==> src/rtl/clkdiv_pkg.sv <==
package clkdiv_pkg;

  typedef enum logic {
    DIV_IDLE = 1'b0,
    DIV_RUN  = 1'b1
  } div_state_t;

  typedef enum logic {
    SRC_FIXED = 1'b0,
    SRC_PLL   = 1'b1
  } src_sel_t;

  // Smallest divide ratio the generator can produce.
  localparam int unsigned RATIO_FLOOR = 2;

  // Code below which the ratio is clamped to RATIO_FLOOR.
  function automatic logic [63:0] clamp_code(input int unsigned zero_lsbs);
    return 64'(RATIO_FLOOR) << zero_lsbs;
  endfunction

endpackage

==> src/rtl/recip_div.sv <==
module recip_div
  import clkdiv_pkg::*;
#(
  parameter int SET_W     = 32,
  parameter int ZERO_LSBS = 12,
  parameter int RAT_W     = SET_W - ZERO_LSBS
) (
  input  logic             clk,
  input  logic             rst_n,
  input  logic             start,
  input  logic [SET_W-1:0] code,
  output logic             done,
  output logic [RAT_W-1:0] ratio,
  output logic             code_zero
);

  localparam int DVD_W = SET_W + 1;
  localparam int CNT_W = $clog2(DVD_W + 1);
  localparam logic [SET_W:0] MIN_CODE = (SET_W + 1)'(clamp_code(ZERO_LSBS));

  div_state_t       state;
  logic [SET_W:0]   rem;
  logic [DVD_W-1:0] dvd;
  logic [DVD_W-1:0] quo;
  logic [SET_W-1:0] divisor;
  logic [CNT_W-1:0] iter;
  logic             small_q;
  logic             zero_q;
  logic             done_q;

  // One restoring step: shift in the next dividend bit, try to subtract.
  logic [SET_W:0] rem_sh;
  logic           fits;
  logic [SET_W:0] rem_nx;

  always_comb begin
    rem_sh = {rem[SET_W-1:0], dvd[DVD_W-1]};
    fits   = rem_sh >= {1'b0, divisor};
    rem_nx = fits ? (rem_sh - {1'b0, divisor}) : rem_sh;
  end

  always_ff @(posedge clk) begin
    if (!rst_n) begin
      state   <= DIV_IDLE;
      rem     <= '0;
      dvd     <= '0;
      quo     <= '0;
      divisor <= '0;
      iter    <= '0;
      small_q <= 1'b1;
      zero_q  <= 1'b1;
      done_q  <= 1'b0;
    end else begin
      done_q <= 1'b0;
      if (start) begin
        state   <= DIV_RUN;
        divisor <= code;
        small_q <= {1'b0, code} < MIN_CODE;
        zero_q  <= code == '0;
        rem     <= '0;
        dvd     <= {1'b1, {SET_W{1'b0}}};
        quo     <= '0;
        iter    <= CNT_W'(DVD_W);
      end else if (state == DIV_RUN) begin
        rem  <= rem_nx;
        dvd  <= {dvd[DVD_W-2:0], 1'b0};
        quo  <= {quo[DVD_W-2:0], fits};
        iter <= iter - 1'b1;
        if (iter == CNT_W'(1)) begin
          state  <= DIV_IDLE;
          done_q <= 1'b1;
        end
      end
    end
  end

  assign done      = done_q;
  assign ratio     = small_q ? RAT_W'(RATIO_FLOOR) : quo[RAT_W-1:0];
  assign code_zero = zero_q;

  AST_QUOT_FLOOR: assert property (@(posedge clk) disable iff (!rst_n)
    (done_q && !small_q) |->
      ((64'(quo) * 64'(divisor)) <= (64'(1) << SET_W)) &&
      (((64'(quo) + 64'(1)) * 64'(divisor)) > (64'(1) << SET_W)));

  AST_RATIO_MIN: assert property (@(posedge clk) disable iff (!rst_n)
    done_q |-> (ratio >= RAT_W'(RATIO_FLOOR)));

  AST_RESULT_HOLDS: assert property (@(posedge clk) disable iff (!rst_n)
    (state == DIV_IDLE && !start) |=> $stable(ratio));

endmodule

==> src/rtl/ratio_gen.sv <==
module ratio_gen #(
  parameter int RAT_W = 20
) (
  input  logic             clk,
  input  logic             rst_n,
  input  logic             tick,
  input  logic             run_en,
  input  logic             load,
  input  logic [RAT_W-1:0] load_ratio,
  output logic             clk_out,
  output logic             stb_out
);

  function automatic logic [RAT_W-1:0] high_ticks(input logic [RAT_W-1:0] n);
    return n >> 1;
  endfunction

  logic [RAT_W-1:0] cur_n;
  logic [RAT_W-1:0] pend_n;
  logic             pend_v;
  logic             have_n;
  logic             running;
  logic [RAT_W-1:0] cnt;
  logic             out_q;
  logic             stb_q;

  logic             at_end;
  logic [RAT_W-1:0] cnt_inc;

  assign at_end  = !running || (cnt == cur_n - RAT_W'(1));
  assign cnt_inc = cnt + RAT_W'(1);

  always_ff @(posedge clk) begin
    if (!rst_n) begin
      cur_n   <= RAT_W'(2);
      pend_n  <= RAT_W'(2);
      pend_v  <= 1'b0;
      have_n  <= 1'b0;
      running <= 1'b0;
      cnt     <= '0;
      out_q   <= 1'b0;
      stb_q   <= 1'b0;
    end else begin
      stb_q <= 1'b0;
      if (tick) begin
        if (at_end) begin
          if (pend_v) begin
            cur_n  <= pend_n;
            have_n <= 1'b1;
            pend_v <= 1'b0;
          end
          cnt <= '0;
          if (run_en && (pend_v || have_n)) begin
            running <= 1'b1;
            out_q   <= 1'b1;
            stb_q   <= 1'b1;
          end else begin
            running <= 1'b0;
            out_q   <= 1'b0;
          end
        end else begin
          cnt   <= cnt_inc;
          out_q <= cnt_inc < high_ticks(cur_n);
        end
      end
      if (load) begin
        pend_n <= load_ratio;
        pend_v <= 1'b1;
      end
    end
  end

  assign clk_out = out_q;
  assign stb_out = stb_q;

  AST_EDGE_ON_TICK: assert property (@(posedge clk) disable iff (!rst_n)
    (out_q != $past(out_q)) |-> $past(tick));

  AST_SWAP_AT_END: assert property (@(posedge clk) disable iff (!rst_n)
    (cur_n != $past(cur_n)) |->
      ($past(tick) && (!$past(running) || ($past(cnt) == $past(cur_n) - RAT_W'(1)))));

  AST_CNT_RANGE: assert property (@(posedge clk) disable iff (!rst_n)
    running |-> (cnt < cur_n));

  AST_IDLE_LOW: assert property (@(posedge clk) disable iff (!rst_n)
    !running |-> !out_q);

  AST_STB_SINGLE: assert property (@(posedge clk) disable iff (!rst_n)
    stb_q |=> !stb_q);

  AST_RISE_HAS_STB: assert property (@(posedge clk) disable iff (!rst_n)
    $rose(out_q) |-> stb_q);

endmodule

==> src/rtl/clk_chan.sv <==
module clk_chan
  import clkdiv_pkg::*;
#(
  parameter int SET_W     = 32,
  parameter int ZERO_LSBS = 12,
  parameter bit GATE_ZERO = 1'b0
) (
  input  logic             clk,
  input  logic             rst_n,
  input  logic             tick_a,
  input  logic             tick_b,
  input  logic             src_sel,
  input  logic [SET_W-1:0] code,
  input  logic             code_wr,
  input  logic             enable,
  output logic             clk_out,
  output logic             stb_out
);

  localparam int   RAT_W       = SET_W - ZERO_LSBS;
  localparam logic IGNORE_ZERO = !GATE_ZERO;

  logic             tick;
  logic             div_done;
  logic [RAT_W-1:0] div_ratio;
  logic             div_zero;
  logic             nz_q;
  logic             en_eff;

  assign tick = (src_sel_t'(src_sel) == SRC_PLL) ? tick_b : tick_a;

  recip_div #(
    .SET_W    (SET_W),
    .ZERO_LSBS(ZERO_LSBS),
    .RAT_W    (RAT_W)
  ) u_div (
    .clk      (clk),
    .rst_n    (rst_n),
    .start    (code_wr),
    .code     (code),
    .done     (div_done),
    .ratio    (div_ratio),
    .code_zero(div_zero)
  );

  // The zero flag moves with its ratio, so gating and rate change together.
  always_ff @(posedge clk) begin
    if (!rst_n) nz_q <= 1'b0;
    else if (div_done) nz_q <= !div_zero;
  end

  assign en_eff = enable && (nz_q || IGNORE_ZERO);

  ratio_gen #(
    .RAT_W(RAT_W)
  ) u_gen (
    .clk       (clk),
    .rst_n     (rst_n),
    .tick      (tick),
    .run_en    (en_eff),
    .load      (div_done),
    .load_ratio(div_ratio),
    .clk_out   (clk_out),
    .stb_out   (stb_out)
  );

  AST_START_NEEDS_EN: assert property (@(posedge clk) disable iff (!rst_n)
    $rose(clk_out) |-> $past(en_eff));

endmodule

==> src/rtl/ratio_clk_divider.sv <==
module ratio_clk_divider #(
  parameter int SET_W     = 32,
  parameter int ZERO_LSBS = 12
) (
  input  logic             clk,
  input  logic             rst_n,
  input  logic             tick_fixed,
  input  logic             tick_pll,
  input  logic [SET_W-1:0] bit_code,
  input  logic             bit_code_wr,
  input  logic             bit_src_sel,
  input  logic [SET_W-1:0] mst_code,
  input  logic             mst_code_wr,
  input  logic             mst_src_sel,
  input  logic             mst_enable,
  output logic             bit_clk,
  output logic             bit_stb,
  output logic             mst_clk,
  output logic             mst_stb
);

  clk_chan #(
    .SET_W    (SET_W),
    .ZERO_LSBS(ZERO_LSBS),
    .GATE_ZERO(1'b0)
  ) u_bit (
    .clk    (clk),
    .rst_n  (rst_n),
    .tick_a (tick_fixed),
    .tick_b (tick_pll),
    .src_sel(bit_src_sel),
    .code   (bit_code),
    .code_wr(bit_code_wr),
    .enable (1'b1),
    .clk_out(bit_clk),
    .stb_out(bit_stb)
  );

  clk_chan #(
    .SET_W    (SET_W),
    .ZERO_LSBS(ZERO_LSBS),
    .GATE_ZERO(1'b1)
  ) u_mst (
    .clk    (clk),
    .rst_n  (rst_n),
    .tick_a (tick_fixed),
    .tick_b (tick_pll),
    .src_sel(mst_src_sel),
    .code   (mst_code),
    .code_wr(mst_code_wr),
    .enable (mst_enable),
    .clk_out(mst_clk),
    .stb_out(mst_stb)
  );

  AST_RESET_QUIET: assert property (@(posedge clk)
    !rst_n |=> (!bit_clk && !bit_stb && !mst_clk && !mst_stb));

endmodule

==> config.mk <==
export PLATFORM = sky130hd
export DESIGN_NAME = ratio_clk_divider
export DESIGN_NICKNAME = d
export VERILOG_FILES = /design/src/rtl/clkdiv_pkg.sv /design/src/rtl/recip_div.sv /design/src/rtl/ratio_gen.sv /design/src/rtl/clk_chan.sv /design/src/rtl/ratio_clk_divider.sv
export SDC_FILE = /design/constraint.sdc
export NUM_CORES = 1
export LEC_CHECK = 0
export ABC_AREA = 1
export BUFFER_PORTS_ARGS = -buffer_cell sky130_fd_sc_hd__buf_2
export CORE_UTILIZATION = 45
export CTS_CLUSTER_DIAMETER = 100
export DETAILED_ROUTE_END_ITERATION = 10
export GPL_TIMING_DRIVEN = 0
export HOLD_SLACK_MARGIN = 0.02
export SYNTH_ARGS = -nofsm -noshare
export SYNTH_HDL_FRONTEND = slang
export SYNTH_SLANG_ARGS = --single-unit
==> constraint.sdc <==
create_clock -name clk -period 5.5 [get_ports clk]
set_clock_uncertainty 0.05 [all_clocks]
set_input_delay 0.55 -clock clk [delete_from_list [all_inputs] [get_ports clk]]
set_output_delay 0.55 -clock clk [all_outputs]
set_load 0.01 [all_outputs]
## Word level (Yosys, flattened, before mapping)

Cells that the tools add are included.

- Bits in registers: 320
- Input bits: 73
- Output and inout port bits: 4
- Logic and storage cells: 119

- Add/sub/neg operators: 8
- $lt $le $gt $ge: 6
- Equality and inequality tests: 4
- Mux-type cells: 34
- Bitwise operators: 3
- Reductions and logical operators: 28

Operators with widths:

| operator | count |
|---|---|
| $mux 33 | 4 |
| $mux 20 | 4 |
| $ge 33x32->1 | 2 |
| $lt 32x14->1 const B | 2 |
| $mux 32 | 2 |
| $sub 32x32->32 | 2 |
| $add 20x1->20 const B | 2 |
| $eq 20x20->1 | 2 |
| $lt 20x19->1 | 2 |
| $sub 20x1->20 const B | 2 |
| $logic_not 32->1 | 1 |
| $mux 6 | 4 |
| $mux 1 | 20 |
| $eq 6x1->1 const B | 2 |
| $reduce_and 3->1 | 4 |
| $reduce_bool 2->1 | 6 |
| $sub 6x1->6 const B | 2 |
| $reduce_and 2->1 | 4 |
| $reduce_or 3->1 | 2 |
| $logic_or 1x1->1 | 4 |
| $reduce_or 2->1 | 2 |
| $logic_not 1->1 | 3 |
| $not 1->1 | 3 |
| $logic_and 1x1->1 | 2 |

## Logic depth before layout (Yosys ltp)

Gate-level depths: netlist of the first run.

- Word-level depth: 6
- Depth in mapped cells: 20
- Depth with buffers taken out: 20

## By module

Synthesis of the first run repeated with hierarchy kept, for this count alone.

- Cells, all modules: 3401
- Area total of the unflattened synthesis: 21072.7 um^2

Modules (own cells, without submodules):

| module | instances | cells each | area an instance (um^2) | seq. area each (um^2) |
|---|---|---|---|---|
| recip_div | 2 | 1090 | 6542.5 | 1901.8 |
| ratio_gen at u_bit.u_gen | 1 | 611 | 3986.3 | 1301.2 |
| ratio_gen at u_mst.u_gen | 1 | 595 | 3927.5 | 1301.2 |
| clk_chan at u_mst | 1 | 10 | 55.1 | 20.0 |
| clk_chan at u_bit | 1 | 4 | 15.0 | 0.0 |
| ratio_clk_divider | 1 | 1 | 3.8 | 0.0 |

## Least setup slack after synthesis of the first run

No wires, ideal clock.

- Kind: reg2reg
- Start point: register u_bit.u_gen.cnt[0]
- End point: register u_bit.u_gen.out_q (netlist: u_bit.u_gen.clk_out)
- Setup time: 56 ps
- Arrival time: 2476 ps
- Required time: 5394 ps
- Slack: 2917 ps
- Stages on the path, launching flop included: 20
- Path buffers: 0
- Clock period less this slack: 2583 ps
- Cell sequence: dfxtp_1 ha_1 nand3_2 nor2_1 nand2_1 nor2_1 nand3_1 nor3_2 xor2_1 inv_1 ha_1 nand2_1 nor2_1 a211oi_1 nor2_1 nor2_1 nand4_1 nand3_1 nand2_1 inv_1

- Cells in the longest elaborated chain, start to end: 3
- Elaborated cells between the ends (all ways): 5
- Classes of those cells: 1 x add/sub; 1 x order compare; 1 x eq/ne; 1 x mux; 1 x reduce/logical

RTL lines:

| item | RTL line | RTL |
|---|---|---|
| from (decl) | ratio_gen.sv:23 | `logic [RAT_W-1:0] cnt;` |
| from (signal assigned) | ratio_gen.sv:62 | `cnt <= cnt_inc;` |
| $add 20x1->20 or $eq 20x20->1 (tied branches) | ratio_gen.sv:31, ratio_gen.sv:30 |  |
| $lt 20x19->1 or $logic_or 1x1->1 (tied branches) | ratio_gen.sv:63, ratio_gen.sv:30 |  |
| $mux 1 * | ratio_gen.sv:46 | `if (at_end) begin` |
| to (signal assigned) | ratio_gen.sv:63 | `out_q <= cnt_inc < high_ticks(cur_n);` |
| to (decl) | ratio_gen.sv:24 | `logic out_q;` |

Mark *: on every way between the ends. The rest lies on a longest branch, timed or not.
A chain may end at the register's enable or synchronous reset.

## Worst setup path in the final report of the first run

- Start point: register u_mst.u_div.divisor[28]
- End point: register u_mst.u_div.rem[19]

- Cells in the longest elaborated chain, start to end: 2

RTL lines:

| item | RTL line | RTL |
|---|---|---|
| from (decl) | recip_div.sv:25 | `logic [SET_W-1:0] divisor;` |
| from (signal assigned) | recip_div.sv:57 | `divisor <= code;` |
| $ge 33x32->1 | recip_div.sv:38 | `fits = rem_sh >= {1'b0, divisor};` |
| $mux 32 | recip_div.sv:39 | `rem_nx = fits ? (rem_sh - {1'b0, divisor}) : rem_sh;` |
| to (signal assigned) | recip_div.sv:65 | `rem <= rem_nx;` |
| to (decl) | recip_div.sv:22 | `logic [SET_W:0] rem;` |

Every way passes these cells.

==> results of run 1 <==
## cells by family (layout without fill, tap and decap cells)
group | count (synthesis) | count (layout) | share of synthesized area, %
simple gates | 1435 | 1435 | 31.69
compound gates | 580 | 580 | 15.32
buf+inv | 466 | 607 | 9.280
flops | 320 | 320 | 32.61
fa+ha+maj | 110 | 110 | 7.082
xor+xnor | 90 | 90 | 4.012
## power groups by stage
stage                     Combinational (uW)  Clock (uW)  Sequential [uW]
after CTS                                936        2630             2430
after global routing                    1060        2710             2440
after detailed placement                 931           0             2480
after floorplan                          647           0             2470
after global placement                   921           0             2480
final                                    950        2570             2430
## worst reg2reg max path, delay by kind of cell, from the launching register on
family / cells / cell delay [ps]
AND/OR/NAND/NOR: 2 / 420
buffers and inverters: 4 / 690
AO/OA/AOI/OAI: 4 / 1200
flip-flops: 1 / 320
adder cells (fa/ha/maj): 1 / 320
## sequential cells by signal, summed over array words and instances, names as in the netlist, 6 cells and up
name                 count
u_mst.u_gen.cur_n       20
u_bit.u_div.iter         6
u_mst.u_div.iter         6
u_bit.u_div.divisor     32
u_bit.u_div.quo         20
u_bit.u_gen.pend_n      20
u_bit.u_gen.cnt         20
u_bit.u_div.rem         32
u_mst.u_gen.cnt         20
u_bit.u_gen.cur_n       20
u_mst.u_div.quo         20
u_mst.u_div.rem         32
u_mst.u_div.divisor     32
u_mst.u_gen.pend_n      20
## stage by stage
stage | utilization (%) | instance area (um^2) | cells
floorplan | - | 19650 | 3001
global placement | 48.18 | 20750 | 3661
detailed placement | 48.18 | 20750 | 3661
CTS | 51.10 | 22010 | 3727
global route | 51.10 | 22010 | 3727
finish | 51.10 | 22010 | 3727
## cell type report
class                      count  area (um^2)
clock buffer                  57         1134
timing repair buffer          75        375.4
fill                        4438        21070
inverter                     358         1344
multi-input combinational   2215        11420
clock inverter                 9        123.9
sequential                   320         6406
buffer                       108        479.2
tap                          585        732.0
## final timing paths
check	from	to	slack (ps)	cells past startpoint
setup / recovery	u_mst.u_div.divisor[28]	u_mst.u_div.rem[19]	2370	11
hold / removal	bit_code[0]	u_bit.u_div.divisor[0]	200	3
setup reg to reg	u_mst.u_div.divisor[28]	u_mst.u_div.rem[19]	2370	11
hold reg to reg	u_bit.u_div.quo[9]	u_bit.u_div.quo[10]	410	2
## placed cells by master (no fill, tap or decap), types with 7 or more instances in the layout
master     count
nor3_1        17
nand2_1      785
nor2_2         7
o211ai_1       7
buf_2         91
nand3_1      166
o21ai_0      197
dfxtp_1      320
clkbuf_16     39
nor4_1        15
nor2_1       275
ha_1         108
inv_1        349
or2_2         40
a21o_1         8
nand4_1       65
xor2_1        48
clkbuf_8       9
o21ai_1        7
nand3b_1      36
a21oi_1      335
clkbuf_1      87
xnor2_1       42
## metal layers
layer	vias to the layer above	wire, um
li1	9996	-
met1	8893	27680
met2	545	27080
met3	128	3594
met4	0	2234
met5	-	0
==> impl_metrics.yaml, run 1 <==
routing:
  first_pass_iters: 6
  routed_wl_mm: 60.59
  vias: 19560
  wl_per_cell_um: 16.26
  drt_iter0_markers: 1519
  ant_nets: 0
  via_per_inst: 5.249
  drc: 0
grt:
  use_met1_pct: 36.54
  grtUsageMet2_pct: 44.73
  antenna_found_initial: 0
  grt_pass1_vias: 18560
  grt_busiest_layer: "met2"
  grtUsageMet3_pct: 3.851
  overflow: 0
  grt_pass1_wl_mm: 97.12
  grt_start_max_net_pins: 13
  grtUsageTotal_pct: 27.46
power_and_ir_drop:
  p_total_uw: 5947
  ir_drop_uv: 253.5
  p_switching_uw: 1712
  power.share.sequential_pct: 40.9
  leakagePower_uw: 0.01025
  internal_power_uw: 4235
  combPwrFrac_pct: 16.0
  p_per_area_mw_per_mm2: 270.2
  switching_share_pct: 28.80
  p_clk_share_pct: 43.2
clocking:
  cts_resized: 0
  clk_pin_slew_ps: 50
  clk_latency_ps: 560
  cts.htree.levels: 2
  cts.hold.buffers_added: 0
  clk_path_buf_depth: 3
  cts.sinks: 320
  cts_root_buf: "clkbuf_16"
  cts_tree: "built"
  post_cts_buffers: 0
  numCtsBuffers: 38
worst_setup_path:
  worstPathArrival_ps: 3500
  cp_max_fo: 10
  critPathKind: "flop to flop"
  worst_path_dominant_cell_family: "compound AO/OA/AOI/OAI gates"
  cp-start-kind: "flop"
  slowest_delay_ps: 650
  cp.required_ps: 5870
  path_cells: "inv_1 > ha_1 > a21oi_1 > inv_1 > nor2_1 > o221ai_1 > a21oi_1 > nand2_2 > inv_2 > clkbuf_2 > o21ai_0"
  end_kind: "flop"
  crit_slowest_cell: "a21oi_1"
  worst-path-buf-inv: 4
finish:
  area_delta_synth_final_pct: 12.04
  n_antenna_cell: 0
  fin_nets: 3299
  drive_gt1_share_pct: 7.352
timing:
  setup_tns_ps: 0
  relSlewSlack_pct: 23.04
  slew_viol_final: 0
  fin_crit_ps: 3126
  finalSetupViolCount: 0
  worstMarginPinSlew_ps: 1154
  finalHoldWorstSlack_ps: 196.5
  hold_viol: 0
  timing.fmax_mhz: 319.9
  setup_ws_ps: 2374
  grt_setup_unrepaired: "no"
  period_share_pct: 56.84
run:
  cap_violations: 0
placement:
  place_ws_ps: 2420
  dp_hpwl_mm: 46.51
  routabilityCongestion: 0.9717
  placement.io_buffers: 75
logic_synthesis:
  synth.most_common_cell: "nand2_1"
  synth_area_leader_cell: "dfxtp_1"
  synthTopCellsByArea: "dfxtp_1, nand2_1, a21oi_1"
  postSynthCellCount: 3001
  yosysSeqAreaShare_pct: 32.61
  synth_warnings: 0
  netlist_area_mm2: 0.01965
  synth_top_cell_area_share_pct: 32.61
  synth_common_cells: "nand2_1, inv_1, a21oi_1"
  synth-seq-cells: 320
  synth_edf_count: 0
  synthArstFlopShare_pct: 0
  synth.avg_cell_area_um2: 6.546
  synth_cell_type_count: 52
  ys.flop_type: "dfxtp_1"
  synthesis.nets: 3184
floorplan:
  fp.coreArea_mm2: 0.04308
  rows: 76
  start_util_pct: 45.61
  ios: 77
  die_h_um: 210.9
  die_x_um: 210.9
  dieArea_mm2: 0.04450
min_path:
  holdCritPathClass: "input port to flop"
status:
  status: "finished, final reports clean"
Note: power is estimated with default switching activity, not from simulation.
==> inputs of run 2 (changes only) <==
- ABC_AREA: 1 -> 0
- clock period: 5.5 -> 2.7 ns (I/O delays scaled with it)
==> run 2 against run 1 <==
The flow now finishes with violations (setup timing). Largest power group unchanged. Global-route usage is 1.5 points lower. Highest routed layer unchanged. Routed wire length is 7.2% lower. Clock power is 100% higher. Sequential share of layout area is 3.5 points lower. Register-to-register slack worse by 3200 ps. Via count is 8.9% lower. Total power is 120% higher. Critical endpoint is now u_bit.u_gen.cur_n[1]. Critical path depth stayed put.
==> impl_metrics.yaml, run 2 <==
timing:
  slew_viol_final: 0
  worstMarginPinSlew_ps: 1173
  setup_ws_ps: -872.3
  fin_crit_ps: 3572
  hold_viol: 0
  grt_setup_unrepaired: "yes"
  timing.fmax_mhz: 279.9
  period_share_pct: 132.3
  relSlewSlack_pct: 21.79
  finalHoldWorstSlack_ps: 105.5
  setup_tns_ps: -59590
  finalSetupViolCount: 152
grt:
  grtUsageTotal_pct: 25.96
  grt_start_max_net_pins: 13
  antenna_found_initial: 0
  overflow: 0
  grt_pass1_vias: 17380
  grt_pass1_wl_mm: 88.81
logic_synthesis:
  synth_warnings: 0
  synth.most_common_cell: "dfxtp_1"
  synth_top_cell_area_share_pct: 34.21
  yosysSeqAreaShare_pct: 34.21
  synth_edf_count: 0
  synth.avg_cell_area_um2: 7.942
  synth_area_leader_cell: "dfxtp_1"
  netlist_area_mm2: 0.01873
  ys.flop_type: "dfxtp_1"
  synthTopCellsByArea: "dfxtp_1, ha_1, mux2i_1"
  synthArstFlopShare_pct: 0
  postSynthCellCount: 2358
  synth-seq-cells: 320
  synth_common_cells: "dfxtp_1, nor2_1, nand2_1"
  synth_cell_type_count: 69
  synthesis.nets: 2541
run:
  cap_violations: 0
floorplan:
  ios: 77
  fp.coreArea_mm2: 0.04092
  start_util_pct: 45.76
  die_x_um: 206.0
  dieArea_mm2: 0.04244
  die_h_um: 206.0
  rows: 74
finish:
  fin_cells: 3198
  layout_common_cells: "dfxtp_1, nor2_1, nand2_1"
  fill_cells: 3537
  final_common_cell: "dfxtp_1"
  drive_gt1_share_pct: 23.97
  n_antenna_cell: 0
  fin_nets: 2822
  area_delta_synth_final_pct: 35.08
status:
  status: "finished, violations left"
  violations: "setup timing"
routing:
  drt_iter0_markers: 983
  routed_wl_mm: 56.21
  first_pass_iters: 5
  ant_nets: 0
  wl_per_cell_um: 17.58
  vias: 17820
  via_per_inst: 5.573
  drc: 0
clocking:
  cts_root_buf: "clkbuf_16"
  numCtsBuffers: 38
  clk_path_buf_depth: 3
  cts_tree: "built"
  clk_latency_ps: 550
  clk_pin_slew_ps: 60
  cts.sinks: 320
  cts.htree.levels: 2
power_and_ir_drop:
  ir_drop_uv: 488.1
  p_per_area_mw_per_mm2: 526.2
  leakagePower_uw: 0.01023
worst_setup_path:
  worstPathArrival_ps: 3960
  cp.required_ps: 3090
  critPathKind: "flop to flop"
  cp-start-kind: "flop"
  reg2reg_slack_ps: -870
  end_kind: "flop"
  cp_max_fo: 5
placement:
  dp_hpwl_mm: 37.61
  place_ws_ps: -1109
  dpl.cell_count: 2965
  routabilityCongestion: 0.9612
  placement.io_buffers: 75
min_path:
  holdCritPathClass: "input port to flop"
run 2: cell count changes after synthesis, moves of 75 or more:
cell / change
a21oi_1: -157
inv_1: -220
mux2i_1: +132
nand2_1: -578
nand3_1: -98
o21ai_0: -75
run 2: layer usage:
layer | vias up | wire (um) | global-route usage (%)
met5 | - | 0 | 0
met4 | 0 | 1749 | 9.874
met3 | 124 | 2347 | 2.949
met2 | 438 | 26550 | 43.50
met1 | 8451 | 25570 | 34.05
li1 | 8809 | - | -
run 2: repair_timing:
| action | in CTS | in global routing |
|---|---|---|
| cloned | 13 | 3 |
| hold endpoints to repair | 64 | 0 |
| buffers inserted | 93 | 28 |
| resized for setup | 307 | 216 |
| pin swaps | 143 | 119 |
| setup endpoints to repair | 156 | 156 |
| hold buffers | 64 | 0 |
run 2: cells by family after synthesis:
logic type	Yosys count	synth area share, %
adders and majority gates	110	7.429
xor gates and xnor gates	157	7.342
muxes	137	7.356
DFF	320	34.21
buffers and inverters	271	5.545
and+or+nand+nor	832	20.51
AOI/OAI and AO/OA	531	17.61
run 2: final timing paths:
check                        start                   end  cells past startpoint
max           u_bit.u_gen.cur_n[0]  u_bit.u_gen.cur_n[1]                     11
min                     mst_enable   u_mst.u_gen.stb_out                      3
max reg2reg   u_bit.u_gen.cur_n[0]  u_bit.u_gen.cur_n[1]                     11
min reg2reg  u_bit.u_gen.pend_n[3]  u_bit.u_gen.cur_n[3]                      2
run 2: critical path, stage by stage (launching register included):
cell       delay, ps
dfxtp_4          360
or4_4            530
o211a_1          240
a311o_1          290
nor4_2           270
nand3_1          100
or4_1            410
a2111o_1         530
nand2_2          150
nand3_4          180
clkbuf_16        220
mux2i_1          110
run 2: metrics by stage:
| stage | util, % | total power [uW] | cell area, um^2 |
|---|---|---|---|
| 6_report | 61.81 | 13310 | 25300 |
| 2_1_floorplan | - | 6626 | 19140 |
| 3_3_place_gp | 49.32 | 7171 | 20180 |
| 5_1_grt | 61.81 | 13850 | 25300 |
| 3_5_place_dp | 49.32 | 7195 | 20180 |
| 4_1_cts | 59.22 | 13060 | 24230 |
run 2: layout make-up:
type | count | area, um^2 | share of cell area [%]
Buffer | 116 | 805.8 | 3.185
Clock buffer | 58 | 1170 | 4.625
Clock inverter | 9 | 78.83 | 0.3116
Inverter | 131 | 494.2 | 1.954
Multi-Input combinational cell | 1767 | 13330 | 52.68
Sequential cell | 320 | 6472 | 25.59
Tap cell | 532 | 665.6 | 2.631
Timing Repair Buffer | 265 | 2285 | 9.032
run 2: where the power goes:
group	total, uW	internal (uW)	switching [uW]
Clock	5180	3080	2110
Sequential	4950	4840	107
Combinational	3180	1450	1730
Total	13300	9370	3940
